$ cat src/rtl/fpn_pkg.sv
package fpn_pkg;

    // Per-pixel operation chosen when the pixel enters the pipeline.
    typedef enum logic [1:0] {
        OP_PASS = 2'd0,
        OP_CORR = 2'd1,
        OP_CAL  = 2'd2
    } op_e;

    typedef enum logic {
        MODE_RUN = 1'b0,
        MODE_CAL = 1'b1
    } mode_e;

endpackage

$ cat src/rtl/fpn_raster_addr.sv
module fpn_raster_addr #(
    parameter int H_PIX   = 1920,
    parameter int V_LINES = 1080,
    parameter int ADDR_W  = 21
) (
    input  logic              clk,
    input  logic              rst_n,
    input  logic              pix_valid,
    input  logic              pix_sof,
    input  logic              pix_eol,
    output logic [ADDR_W-1:0] pix_addr,
    output logic              frame_end
);
    localparam int COL_W     = (H_PIX > 1) ? $clog2(H_PIX) : 1;
    localparam int LINE_W    = (V_LINES > 1) ? $clog2(V_LINES) : 1;
    localparam int FRAME_PIX = H_PIX * V_LINES;

    typedef struct packed {
        logic [COL_W-1:0]  col;
        logic [LINE_W-1:0] line;
    } pos_t;

    pos_t pos_d, pos_q;
    logic [COL_W-1:0]  cur_col;
    logic [LINE_W-1:0] cur_line;

    always_comb begin
        cur_col   = pix_sof ? '0 : pos_q.col;
        cur_line  = pix_sof ? '0 : pos_q.line;
        pix_addr  = ADDR_W'(cur_line) * ADDR_W'(H_PIX) + ADDR_W'(cur_col);
        frame_end = pix_valid && pix_eol && (cur_line == LINE_W'(V_LINES - 1));
        pos_d     = pos_q;
        if (pix_valid) begin
            if (pix_eol) begin
                pos_d.col  = '0;
                pos_d.line = frame_end ? '0 : cur_line + 1'b1;
            end else begin
                pos_d.col  = cur_col + 1'b1;
                pos_d.line = cur_line;
            end
        end
    end

    always_ff @(posedge clk) begin
        if (!rst_n) pos_q <= '0;
        else        pos_q <= pos_d;
    end

    AST_ADDR_IN_FRAME: assert property (@(posedge clk) disable iff (!rst_n)
        pix_valid |-> (pix_addr < ADDR_W'(FRAME_PIX)));

endmodule

$ cat src/rtl/fpn_cal_ctrl.sv
module fpn_cal_ctrl
    import fpn_pkg::*;
#(
    parameter int LOG2N_W   = 3,
    parameter int MAX_LOG2N = 4
) (
    input  logic               clk,
    input  logic               rst_n,
    input  logic               pix_valid,
    input  logic               pix_sof,
    input  logic               frame_end,
    input  logic               cal_req,
    input  logic [LOG2N_W-1:0] cal_log2n,
    output op_e                pix_op,
    output logic               first_frame,
    output logic               last_frame,
    output logic [LOG2N_W-1:0] shift,
    output logic               rd_req,
    output logic               done
);
    localparam int FRM_W = (MAX_LOG2N > 0) ? MAX_LOG2N : 1;

    typedef struct packed {
        mode_e              mode;
        logic               pend;
        logic [LOG2N_W-1:0] log2n;
        logic [FRM_W-1:0]   frm;
        logic               done;
        logic               refv;
    } ctrl_t;

    ctrl_t st_d, st_q;
    logic             start;
    logic             in_cal;
    logic [FRM_W-1:0] cur_frm;
    logic [FRM_W-1:0] frm_last;

    always_comb begin
        start    = (st_q.mode == MODE_RUN) && st_q.pend && pix_valid && pix_sof;
        in_cal   = start || (st_q.mode == MODE_CAL);
        frm_last = FRM_W'((1 << st_q.log2n) - 1);
        if (start)
            cur_frm = '0;
        else if ((st_q.mode == MODE_CAL) && pix_valid && pix_sof)
            cur_frm = st_q.frm + 1'b1;
        else
            cur_frm = st_q.frm;

        first_frame = (cur_frm == '0);
        last_frame  = (cur_frm == frm_last);
        shift       = st_q.log2n;
        done        = st_q.done;
        if (in_cal)         pix_op = OP_CAL;
        else if (st_q.refv) pix_op = OP_CORR;
        else                pix_op = OP_PASS;
        rd_req = pix_valid && ((in_cal && !first_frame) || (!in_cal && st_q.refv));

        st_d = st_q;
        if (cal_req && (st_q.mode == MODE_RUN) && !start) begin
            st_d.pend  = 1'b1;
            st_d.log2n = (cal_log2n > LOG2N_W'(MAX_LOG2N)) ? LOG2N_W'(MAX_LOG2N) : cal_log2n;
        end
        if (start) begin
            st_d.mode = MODE_CAL;
            st_d.pend = 1'b0;
            st_d.done = 1'b0;
        end
        if (in_cal && pix_valid) begin
            st_d.frm = cur_frm;
            if (frame_end && last_frame) begin
                st_d.mode = MODE_RUN;
                st_d.done = 1'b1;
                st_d.refv = 1'b1;
            end
        end
    end

    always_ff @(posedge clk) begin
        if (!rst_n) st_q <= '0;
        else        st_q <= st_d;
    end

    AST_DONE_AFTER_CAL: assert property (@(posedge clk) disable iff (!rst_n)
        $rose(st_q.done) |-> ($past(st_q.mode) == MODE_CAL));

    AST_REQ_DROPPED_IN_CAL: assert property (@(posedge clk) disable iff (!rst_n)
        (st_q.mode == MODE_CAL) |=> !st_q.pend);

    AST_FRAME_COUNT_BOUND: assert property (@(posedge clk) disable iff (!rst_n)
        (st_q.mode == MODE_CAL) |-> (st_q.frm <= frm_last));

    AST_LOG2N_CLAMPED: assert property (@(posedge clk) disable iff (!rst_n)
        st_q.log2n <= LOG2N_W'(MAX_LOG2N));

endmodule

$ cat src/rtl/fpn_pix_datapath.sv
module fpn_pix_datapath
    import fpn_pkg::*;
#(
    parameter int PIX_W   = 10,
    parameter int ACC_W   = 14,
    parameter int ADDR_W  = 21,
    parameter int LOG2N_W = 3
) (
    input  logic               clk,
    input  logic               rst_n,
    input  logic               pix_valid,
    input  logic [PIX_W-1:0]   pix_data,
    input  logic [ADDR_W-1:0]  pix_addr,
    input  op_e                pix_op,
    input  logic               first_frame,
    input  logic               last_frame,
    input  logic [LOG2N_W-1:0] shift,
    input  logic [ACC_W-1:0]   mem_rd_data,
    output logic               out_valid,
    output logic [PIX_W-1:0]   out_data,
    output logic               wr_en,
    output logic [ADDR_W-1:0]  wr_addr,
    output logic [ACC_W-1:0]   wr_data
);
    localparam logic [ACC_W-1:0] PIX_MAX = ACC_W'((1 << PIX_W) - 1);

    typedef struct packed {
        logic               valid;
        op_e                op;
        logic               first;
        logic               last;
        logic [LOG2N_W-1:0] shift;
        logic [PIX_W-1:0]   pix;
        logic [ADDR_W-1:0]  addr;
    } stage_t;

    typedef struct packed {
        logic               o_valid;
        logic [PIX_W-1:0]   o_data;
        logic               w_en;
        logic [ADDR_W-1:0]  w_addr;
        logic [ACC_W-1:0]   w_data;
    } outreg_t;

    stage_t  s1_d, s1_q;
    outreg_t ob_d, ob_q;
    logic [ACC_W-1:0] pix_ext;
    logic [ACC_W-1:0] sum;
    logic [ACC_W-1:0] cal_word;
    logic [PIX_W-1:0] corr;

    always_comb begin
        s1_d.valid = pix_valid;
        s1_d.op    = pix_op;
        s1_d.first = first_frame;
        s1_d.last  = last_frame;
        s1_d.shift = shift;
        s1_d.pix   = pix_data;
        s1_d.addr  = pix_addr;

        pix_ext  = ACC_W'(s1_q.pix);
        sum      = (s1_q.first ? '0 : mem_rd_data) + pix_ext;
        cal_word = s1_q.last ? (sum >> s1_q.shift) : sum;
        corr     = (mem_rd_data > pix_ext) ? '0 : PIX_W'(pix_ext - mem_rd_data);

        ob_d.o_valid = s1_q.valid;
        ob_d.o_data  = (s1_q.op == OP_CORR) ? corr : s1_q.pix;
        ob_d.w_en    = s1_q.valid && (s1_q.op == OP_CAL);
        ob_d.w_addr  = s1_q.addr;
        ob_d.w_data  = cal_word;
    end

    always_ff @(posedge clk) begin
        if (!rst_n) begin
            s1_q <= '0;
            ob_q <= '0;
        end else begin
            s1_q <= s1_d;
            ob_q <= ob_d;
        end
    end

    assign out_valid = ob_q.o_valid;
    assign out_data  = ob_q.o_data;
    assign wr_en     = ob_q.w_en;
    assign wr_addr   = ob_q.w_addr;
    assign wr_data   = ob_q.w_data;

    AST_SAT_FLOOR: assert property (@(posedge clk) disable iff (!rst_n)
        (s1_q.valid && (s1_q.op == OP_CORR)) |=> (out_data <= $past(s1_q.pix)));

    AST_AVG_IN_PIX_RANGE: assert property (@(posedge clk) disable iff (!rst_n)
        (s1_q.valid && (s1_q.op == OP_CAL) && s1_q.last) |=> (wr_data <= PIX_MAX));

    AST_RAW_DURING_CAL: assert property (@(posedge clk) disable iff (!rst_n)
        (s1_q.valid && (s1_q.op == OP_CAL)) |=> (out_data == $past(s1_q.pix)));

endmodule

$ cat src/rtl/fpn_canceller.sv
module fpn_canceller
    import fpn_pkg::*;
#(
    parameter int PIX_W     = 10,
    parameter int ACC_W     = 14,
    parameter int H_PIX     = 1920,
    parameter int V_LINES   = 1080,
    parameter int LOG2N_W   = 3,
    parameter int MAX_LOG2N = 4,
    parameter int ADDR_W    = $clog2(H_PIX * V_LINES)
) (
    input  logic               clk,
    input  logic               rst_n,
    input  logic               pix_valid,
    input  logic               pix_sof,
    input  logic               pix_eol,
    input  logic [PIX_W-1:0]   pix_data,
    input  logic               cal_req,
    input  logic [LOG2N_W-1:0] cal_log2n,
    output logic               cal_done,
    output logic               out_valid,
    output logic [PIX_W-1:0]   out_data,
    output logic               mem_rd_en,
    output logic [ADDR_W-1:0]  mem_rd_addr,
    input  logic [ACC_W-1:0]   mem_rd_data,
    output logic               mem_wr_en,
    output logic [ADDR_W-1:0]  mem_wr_addr,
    output logic [ACC_W-1:0]   mem_wr_data
);
    logic [ADDR_W-1:0]  pix_addr;
    logic               frame_end;
    op_e                pix_op;
    logic               first_frame;
    logic               last_frame;
    logic [LOG2N_W-1:0] shift;

    fpn_raster_addr #(
        .H_PIX  (H_PIX),
        .V_LINES(V_LINES),
        .ADDR_W (ADDR_W)
    ) u_raster (
        .clk      (clk),
        .rst_n    (rst_n),
        .pix_valid(pix_valid),
        .pix_sof  (pix_sof),
        .pix_eol  (pix_eol),
        .pix_addr (pix_addr),
        .frame_end(frame_end)
    );

    fpn_cal_ctrl #(
        .LOG2N_W  (LOG2N_W),
        .MAX_LOG2N(MAX_LOG2N)
    ) u_ctrl (
        .clk        (clk),
        .rst_n      (rst_n),
        .pix_valid  (pix_valid),
        .pix_sof    (pix_sof),
        .frame_end  (frame_end),
        .cal_req    (cal_req),
        .cal_log2n  (cal_log2n),
        .pix_op     (pix_op),
        .first_frame(first_frame),
        .last_frame (last_frame),
        .shift      (shift),
        .rd_req     (mem_rd_en),
        .done       (cal_done)
    );

    fpn_pix_datapath #(
        .PIX_W  (PIX_W),
        .ACC_W  (ACC_W),
        .ADDR_W (ADDR_W),
        .LOG2N_W(LOG2N_W)
    ) u_dp (
        .clk        (clk),
        .rst_n      (rst_n),
        .pix_valid  (pix_valid),
        .pix_data   (pix_data),
        .pix_addr   (pix_addr),
        .pix_op     (pix_op),
        .first_frame(first_frame),
        .last_frame (last_frame),
        .shift      (shift),
        .mem_rd_data(mem_rd_data),
        .out_valid  (out_valid),
        .out_data   (out_data),
        .wr_en      (mem_wr_en),
        .wr_addr    (mem_wr_addr),
        .wr_data    (mem_wr_data)
    );

    assign mem_rd_addr = pix_addr;

endmodule

$ cat config.mk
export PLATFORM = sky130hd
export DESIGN_NAME = fpn_canceller
export DESIGN_NICKNAME = d
export VERILOG_FILES = /design/src/rtl/fpn_pkg.sv /design/src/rtl/fpn_raster_addr.sv /design/src/rtl/fpn_cal_ctrl.sv /design/src/rtl/fpn_pix_datapath.sv /design/src/rtl/fpn_canceller.sv
export SDC_FILE = /design/constraint.sdc
export NUM_CORES = 1
export LEC_CHECK = 0
export BUFFER_PORTS_ARGS = -buffer_cell sky130_fd_sc_hd__buf_4
export CORE_MARGIN = 2
export CORE_UTILIZATION = 63
export CTS_CLUSTER_DIAMETER = 200
export DETAILED_ROUTE_END_ITERATION = 16
export HOLD_SLACK_MARGIN = 0.15
export PLACE_DENSITY = 0.86
export RECOVER_POWER = 50
export SLEW_MARGIN = 20
export SYNTH_ARGS = -nofsm -noshare
export SYNTH_HDL_FRONTEND = slang
export SYNTH_SLANG_ARGS = --single-unit
$ cat constraint.sdc
create_clock -name clk -period 12.7 [get_ports clk]
set_input_delay 1.27 -clock clk [delete_from_list [all_inputs] [get_ports clk]]
set_output_delay 1.27 -clock clk [all_outputs]
set_load 0.03 [all_outputs]
==> impl_results.md, run 1 <==
- Post-route minimum period: 6.593 ns
- Initial DRC count: 605
- # diodes: 0
- CP max FO: 45
- Clock sinks: 119
- DR WL/cell: 15.02 µm
- Static leakage: 4.088 nW
- CTS Buf Count: 17
- Via/cell ratio: 5.761
- Combinational share of power: 0.137
- Fraction of layout cells with a size suffix above 1: 0.09901
- Sw Ratio: 0.2590
- Status: finished with violations
- Starting Density: 0.6429
- Post-Syn Nets: 1025
- Clk pwr share: 0.487
- Yosys cell types: 74
- Fin. max-slew vios: 103
- Horiz. Die Dim: 114.7 µm
- Worst-path clk slew: 0.05 ns
- Num ports: 103
- Clock Tree Buf Depth: 2
- Synth top cells by count: 119 x dfxtp_1, 73 x and2_1, 69 x inv_1, 68 x nor2_1, 58 x ha_1
- Pwr/cell area: 117.5 nW/µm²
- Measured slew at the worst slew-check pin: 3.445 ns
- Finish-stage setup viols: 0
- Reg power frac: 0.376
- Global-route wire length before repair: 29020 µm
- Hold Vio Cnt, Final: 0
- Largest net degree at the start of global routing: 103
- P_sw: 0.0002730 W
- Worst reg2reg setup slack: 8.33 ns
- Synthesized area per cell: 8.412 µm²
- H-tree depth: 4
- Synth area leaders: dfxtp_1 31%, ha_1 9.4%, and2_1 5.9%, fa_1 4.1%, nor2b_1 3.4%
- Gr ovfl total: 0
- Placement Cell Area: 8511 µm²
- Post-CTS Setup Bufs: 0
- Post-synth EDFFs: 0
- Routability cong.: 0.9359
- Synthesis warning total: 0
- Top FF cell, synth: dfxtp_1
- Synth Register Bits: 119
- Nets: 1104
- Design area: 8970 µm²
- # resized after CTS: 0
- Hold Path Class: register to register
- CP endpoint kind: output port
- Post-synthesis cell count: 918
- CORE AREA: 12010 µm²
- Area Overhead vs Synth: 16.15%
- Final WL: 17380 µm
- Global-route usage over all layers: 0.2724
- TritonCTS clock tree: done
- IO Port Bufs: 102
- Share of the synthesized area in the top cell type: 0.3085
- Vias: 6666
- Final ANT Viol Nets: 0
- Max Cap Violations: 1
- Final Cycle Share: 0.5191
- Cell taking the most area after synthesis: dfxtp_1
- Internal power: 0.0007809 W
- Synth async-reset ratio: 0
- Die height: 114.7 µm
- Synthesized area: 7722 µm²
- Fmax: 151.7 MHz
- Max transition margin: -1.297
- Initial antenna violation count: 0
- Root Buffer: clkbuf_16
- # rows: 40
- Most frequent cell after synthesis: dfxtp_1
- Seq/Total Area, Yosys: 0.3085
- DIE AREA: 13160 µm²
- Startpoint types: input port
- RSZ-0062 raised after global routing: no
- Drt first pass iters: 5
- Fin Setup TNS: 0 ns
- Maximum vdd drop: 0.09948 mV
- Final Skew: 0.008008 ns
- Kind of critical path: input port to output port
- Vias in the first global route: 6174
- WP data required: 11.43 ns
- CTS Hold Bufs: 0
- Clk_lat worst skew: 0.42 ns
- Detailed-route DRC error count: 0
- Post-DP HPWL: 12380 µm
- Violated checks: max-capacitance violations, max-slew violations
- Critical Path AT: 5.32 ns
-- sequential cells by signal, indices dropped and copies added (netlist names) --
register        count
u_raster.pos_q     22
u_dp.wr_data       14
u_ctrl.shift        3
u_dp.pix_ext       10
u_dp.out_valid      1
u_dp.wr_en          1
u_ctrl.done         1
u_dp.out_data      10
u_dp.s1_q           7
u_dp.ob_d          22
u_dp.wr_addr       21
u_ctrl.st_q         7
-- cells in the final DEF, fill, tap and decap left out, drive strengths merged, types with 5 or more instances in the layout --
| cell type | synthesis | layout |
|---|---|---|
| dfxtp | 119 | 119 |
| clkinvlp | 0 | 5 |
| nand2b | 17 | 17 |
| a21o | 9 | 9 |
| nor2b | 43 | 43 |
| and2 | 73 | 73 |
| xnor2 | 24 | 24 |
| inv | 70 | 71 |
| a211oi | 8 | 8 |
| o211ai | 6 | 6 |
| a22oi | 10 | 10 |
| nor3 | 14 | 14 |
| a21oi | 47 | 47 |
| o31ai | 5 | 5 |
| ha | 58 | 58 |
| clkbuf | 40 | 67 |
| buf | 2 | 56 |
| mux2 | 7 | 7 |
| o21ai | 40 | 40 |
| o2bb2ai | 5 | 5 |
| mux2i | 17 | 17 |
| xor2 | 22 | 22 |
| nand4 | 9 | 9 |
| nand2 | 56 | 56 |
| nand3 | 30 | 30 |
| or3 | 9 | 9 |
| a21boi | 6 | 6 |
| fa | 16 | 16 |
| o21a | 8 | 8 |
| nor2 | 68 | 68 |
| and3 | 11 | 11 |
| nor3b | 8 | 8 |
-- path summary, 6_finish.rpt --
| kind | endpoint | depth (start not counted) | from |
|---|---|---|---|
| worst max-delay path | mem_rd_addr[20] | 16 | pix_sof |
| worst min-delay path | u_dp.wr_addr[19]$_SDFF_PN0_ | 1 | u_dp.ob_d[33]$_SDFF_PN0_ |
| worst max register to register | u_dp.ob_d[34]$_SDFF_PN0_ | 16 | u_raster.pos_q[0]$_SDFFE_PN0P_ |
| worst min register to register | u_dp.wr_addr[19]$_SDFF_PN0_ | 1 | u_dp.ob_d[33]$_SDFF_PN0_ |
-- metrics by stage --
stage	cells	power, W	hold slack, ns	utilization	setup WS, ns
final	1157	0.001054	0.4300	0.7468	6.107
after global routing	1157	0.001088	0.4435	0.7468	5.726
after CTS	1157	0.001062	0.4304	0.7611	6.102
after detailed placement	1125	0.0005502	0.4177	0.7085	6.110
after global placement	1125	0.0005479	0.4141	0.7085	6.163
after floorplan	918	0.0005080	0.4119	-	5.860
-- worst max-delay path, cell delays in order --
cell and delay [ns]:
buf_4 0.34, nand2b_1 0.30, inv_1 0.17, fa_1 0.55, inv_1 0.05, fa_1 0.49, inv_1 0.04, ha_1 0.35
a21oi_1 0.18, nand2_1 0.07, o21ai_1 0.20, xnor2_1 0.22, o311ai_1 0.23, nor4b_4 0.30, xnor3_1 0.35, buf_4 0.18
-- cell families after synthesis --
group,share of synthesized area
adders and majority gates,0.1355
buffers and inverters,0.05541
DFF,0.3085
muxes,0.03807
AOI/OAI and AO/OA,0.1565
and+or+nand+nor,0.2510
xor gates and xnor gates,0.05509
-- power by group through the flow --
stage,Clock (W),Combinational [W],Sequential [W]
floorplan,0,0.0000940,0.000414
global placement,0,0.000144,0.000404
detailed placement,0,0.000146,0.000404
CTS,0.000518,0.000148,0.000396
global route,0.000532,0.000158,0.000398
finish,0.000513,0.000144,0.000397
-- final cells by class --
type	count	area [µm²]
fillers	916	3042
multi-input cells	686	4912
clock inverters	11	171.4
well taps	147	183.9
flip-flops and latches	119	2382
repair buffers	102	593.1
clock buffers	21	460.4
inverters	71	266.5
-- routing by layer --
layer | up-vias | global-route usage | routed length [µm]
met3 | 42 | 0.06406 | 1008
met4 | 0 | 0.1189 | 497
met5 | - | 0 | 0
met2 | 211 | 0.4308 | 7913
li1 | 3317 | - | -
met1 | 3096 | 0.3580 | 7960
No activity file was read; power rests on OpenSTA's default activity.
==> run 2, diff against run 1 <==
CORE_UTILIZATION = 53   (was 63)
PLACE_DENSITY = 0.77   (was 0.86)
clock period = 6 ns   (was 12.7 ns; I/O delays follow)
==> impl_results.md, run 2 (synthesis results as in run 1) <==
- Status: finished with violations
- Violated checks: max-capacitance violations, max-slew violations
- # diodes: 0 (unchanged)
- Fin Setup TNS: 0 ns (unchanged)
- Global-route usage over all layers: 0.2272 (-0.04522)
- Fin. max-slew vios: 103 (unchanged)
- Fill count: 1293 (+41%)
- CP top delay family: adder cells
- Initial DRC count: 431 (-29%)
- Final ANT Viol Nets: 0 (unchanged)
- Kind of critical path: register to output port
- H-tree depth: 4 (unchanged)
- Post-DP HPWL: 12370 µm (about the same)
- Worst Hold Depth: 2 (+1)
- Measured slew at the worst slew-check pin: 3.431 ns (-0.01477 ns)
- Worst-path clk slew: 0.06 ns (about the same)
- Hold Vio Cnt, Final: 0 (unchanged)
- Reg2reg start: u_raster.pos_q[0]$_SDFFE_PN0P_
- Fraction of layout cells with a size suffix above 1: 0.09613 (-0.002875)
- Pwr/cell area: 234.6 nW/µm² (+100%)
- Horiz. Die Dim: 124.7 µm (+8.7%)
- RSZ-0062 raised after global routing: no
- Num ports: 103 (unchanged)
- Routability cong.: 0.8953 (-4.3%)
- Final Skew: 0.008068 ns (+0.00005926 ns)
- CORE AREA: 14370 µm² (+20%)
- CTS Hold Bufs: 0 (unchanged)
- CTS Buf Count: 17 (unchanged)
- CP Cell Sequence: xnor2_1 -> nor2_1 -> ha_1 -> ha_1 -> xor2_1 -> inv_1 -> fa_1 -> inv_1 -> ha_1 -> o21ai_0 -> a21oi_1 -> and3_1 -> nand4_1 -> nor4b_4 -> xnor3_1 -> buf_4
- Post-CTS Setup Bufs: 0 (unchanged)
- Clock sinks: 119 (unchanged)
- Design area: 8932 µm² (-0.42%)
- Critical Path AT: 4.70 ns (-0.62 ns)
- Fin cells: 1193 (+3.1%)
- Initial antenna violation count: 0 (unchanged)
- Nets: 1104 (unchanged)
- # rows: 44 (+10%)
- Most common cell after layout, fill and taps aside: dfxtp_1
- Post-route minimum period: 5.300 ns
- Final Cycle Share: 0.8834
- Endpoint of the worst hold path: u_dp.pix_ext[9]$_SDFF_PN0_
- # resized after CTS: 0 (unchanged)
- Area Overhead vs Synth: 15.67%
- Die height: 124.7 µm (+8.7%)
- Maximum vdd drop: 0.1960 mV (+97%)
- Hold Startpoint: pix_data[9]
- Clock Tree Buf Depth: 2 (unchanged)
- Most used cell, CP: ha_1
- Worst reg2reg setup slack: 1.61 ns (-6.72 ns)
- CP max-delay cell: dfxtp_1
- Fmax: 188.7 MHz
- FF-to-FF End: u_dp.ob_d[34]$_SDFF_PN0_
- TritonCTS clock tree: done
- Root Buffer: clkbuf_16
- CP endpoint kind: output port
- Storage cell area: 2382 µm² (unchanged)
- CP Buf/Inv Count: 3 (-2)
- Drt first pass iters: 5 (unchanged)
- Static leakage: 4.066 nW (-0.53%)
- Hold Path Class: input port to register
- CP max FO: 8 (-82%)
- Placement Cell Area: 8557 µm² (+0.54%)
- Global-route wire length before repair: 29410 µm (+1.4%)
- IO Port Bufs: 102 (unchanged)
- R2R cell count: 16 (unchanged)
- WP data required: 5.40 ns (-6.03 ns)
- Overall power: 0.002095 W (+99%)
- Area of the multi-input gates: 4912 µm² (unchanged)
- Gr ovfl total: 0 (unchanged)
- Startpoint types: register
- Via/cell ratio: 5.495 (-4.6%)
- Vias: 6556 (-1.7%)
- DR WL/cell: 14.42 µm (-4.0%)
- Placed Instances: 1162 (+3.3%)
- Most frequent cells in the layout: 119 x dfxtp_1, 69 x inv_1, 68 x nor2_1
- Largest net degree at the start of global routing: 103 (unchanged)
- Starting Density: 0.5374 (-0.1055)
- Finish-stage setup viols: 0 (unchanged)
- Max transition margin: -1.287 (+0.009850)
- Final WL: 17210 µm (-0.98%)
- Detailed-route DRC error count: 0 (unchanged)
- Vias in the first global route: 6037 (-2.2%)
- DIE AREA: 15550 µm² (+18%)
- Clk_lat worst skew: 0.42 ns (about the same)
- Max stage delay on crit path: 0.48 ns (-0.07 ns)
- Max Cap Violations: 1 (unchanged)
[run 2: changes by cell type in the layout (fill, tap and decap cells not counted), sizes merged]
cell / change
buf: -1
clkinv: +4
bufinv: -3
clkinvlp: -3
inv: -1
clkbuf: +3
[run 2: per-stage QoR]
stage | hold WS, ns | utilization | setup slack (ns)
after floorplan | 0.4119 | - | 0.5000
after global placement | 0.4142 | 0.5955 | 0.7975
after detailed placement | 0.4169 | 0.5955 | 0.7372
after CTS | 0.3753 | 0.6339 | 0.6840
after global routing | 0.3886 | 0.6216 | 0.3680
final | 0.3877 | 0.6216 | 0.6998
[run 2: layout make-up]
| class | instances | area share |
|---|---|---|
| Tap cell | 184 | 0.02577 |
| Clock inverter | 8 | 0.008264 |
| Clock buffer | 23 | 0.05351 |
| Sequential cell | 119 | 0.2667 |
| Multi-Input combinational cell | 686 | 0.5499 |
| Inverter | 71 | 0.02984 |
| Timing Repair Buffer | 102 | 0.06598 |
[run 2: power by group]
part	leakage (nW)	switching (W)	internal [W]
clock network	0.269	0.000355	0.000597
registers	0.969	0.0000227	0.000817
logic	2.83	0.000185	0.000119
[run 2: how the worst max path moves through the flow]
| stage | from | cells past startpoint | to | slack, ns |
|---|---|---|---|---|
| floorplan | pix_sof | 18 | mem_rd_addr[20] | 0.50 |
| global placement | pix_sof | 16 | mem_rd_addr[20] | 0.80 |
| detailed placement | pix_sof | 16 | mem_rd_addr[20] | 0.74 |
| CTS | u_raster.pos_q[0]$_SDFFE_PN0P_ | 16 | mem_rd_addr[20] | 0.68 |
| global route | u_raster.pos_q[0]$_SDFFE_PN0P_ | 16 | mem_rd_addr[20] | 0.37 |
| finish | u_raster.pos_q[0]$_SDFFE_PN0P_ | 16 | mem_rd_addr[20] | 0.70 |
[run 2: metal layers]
metal  global-route usage  part of all wire  wire length, µm  up-vias
met3              0.05026             0.040              689       32
met4              0.06477             0.019              327        0
met2               0.3725              0.48             8230      150
li1                     -                 -                -     3311
met1               0.3014              0.46             7962     3063
met5                    0                 0                0        -
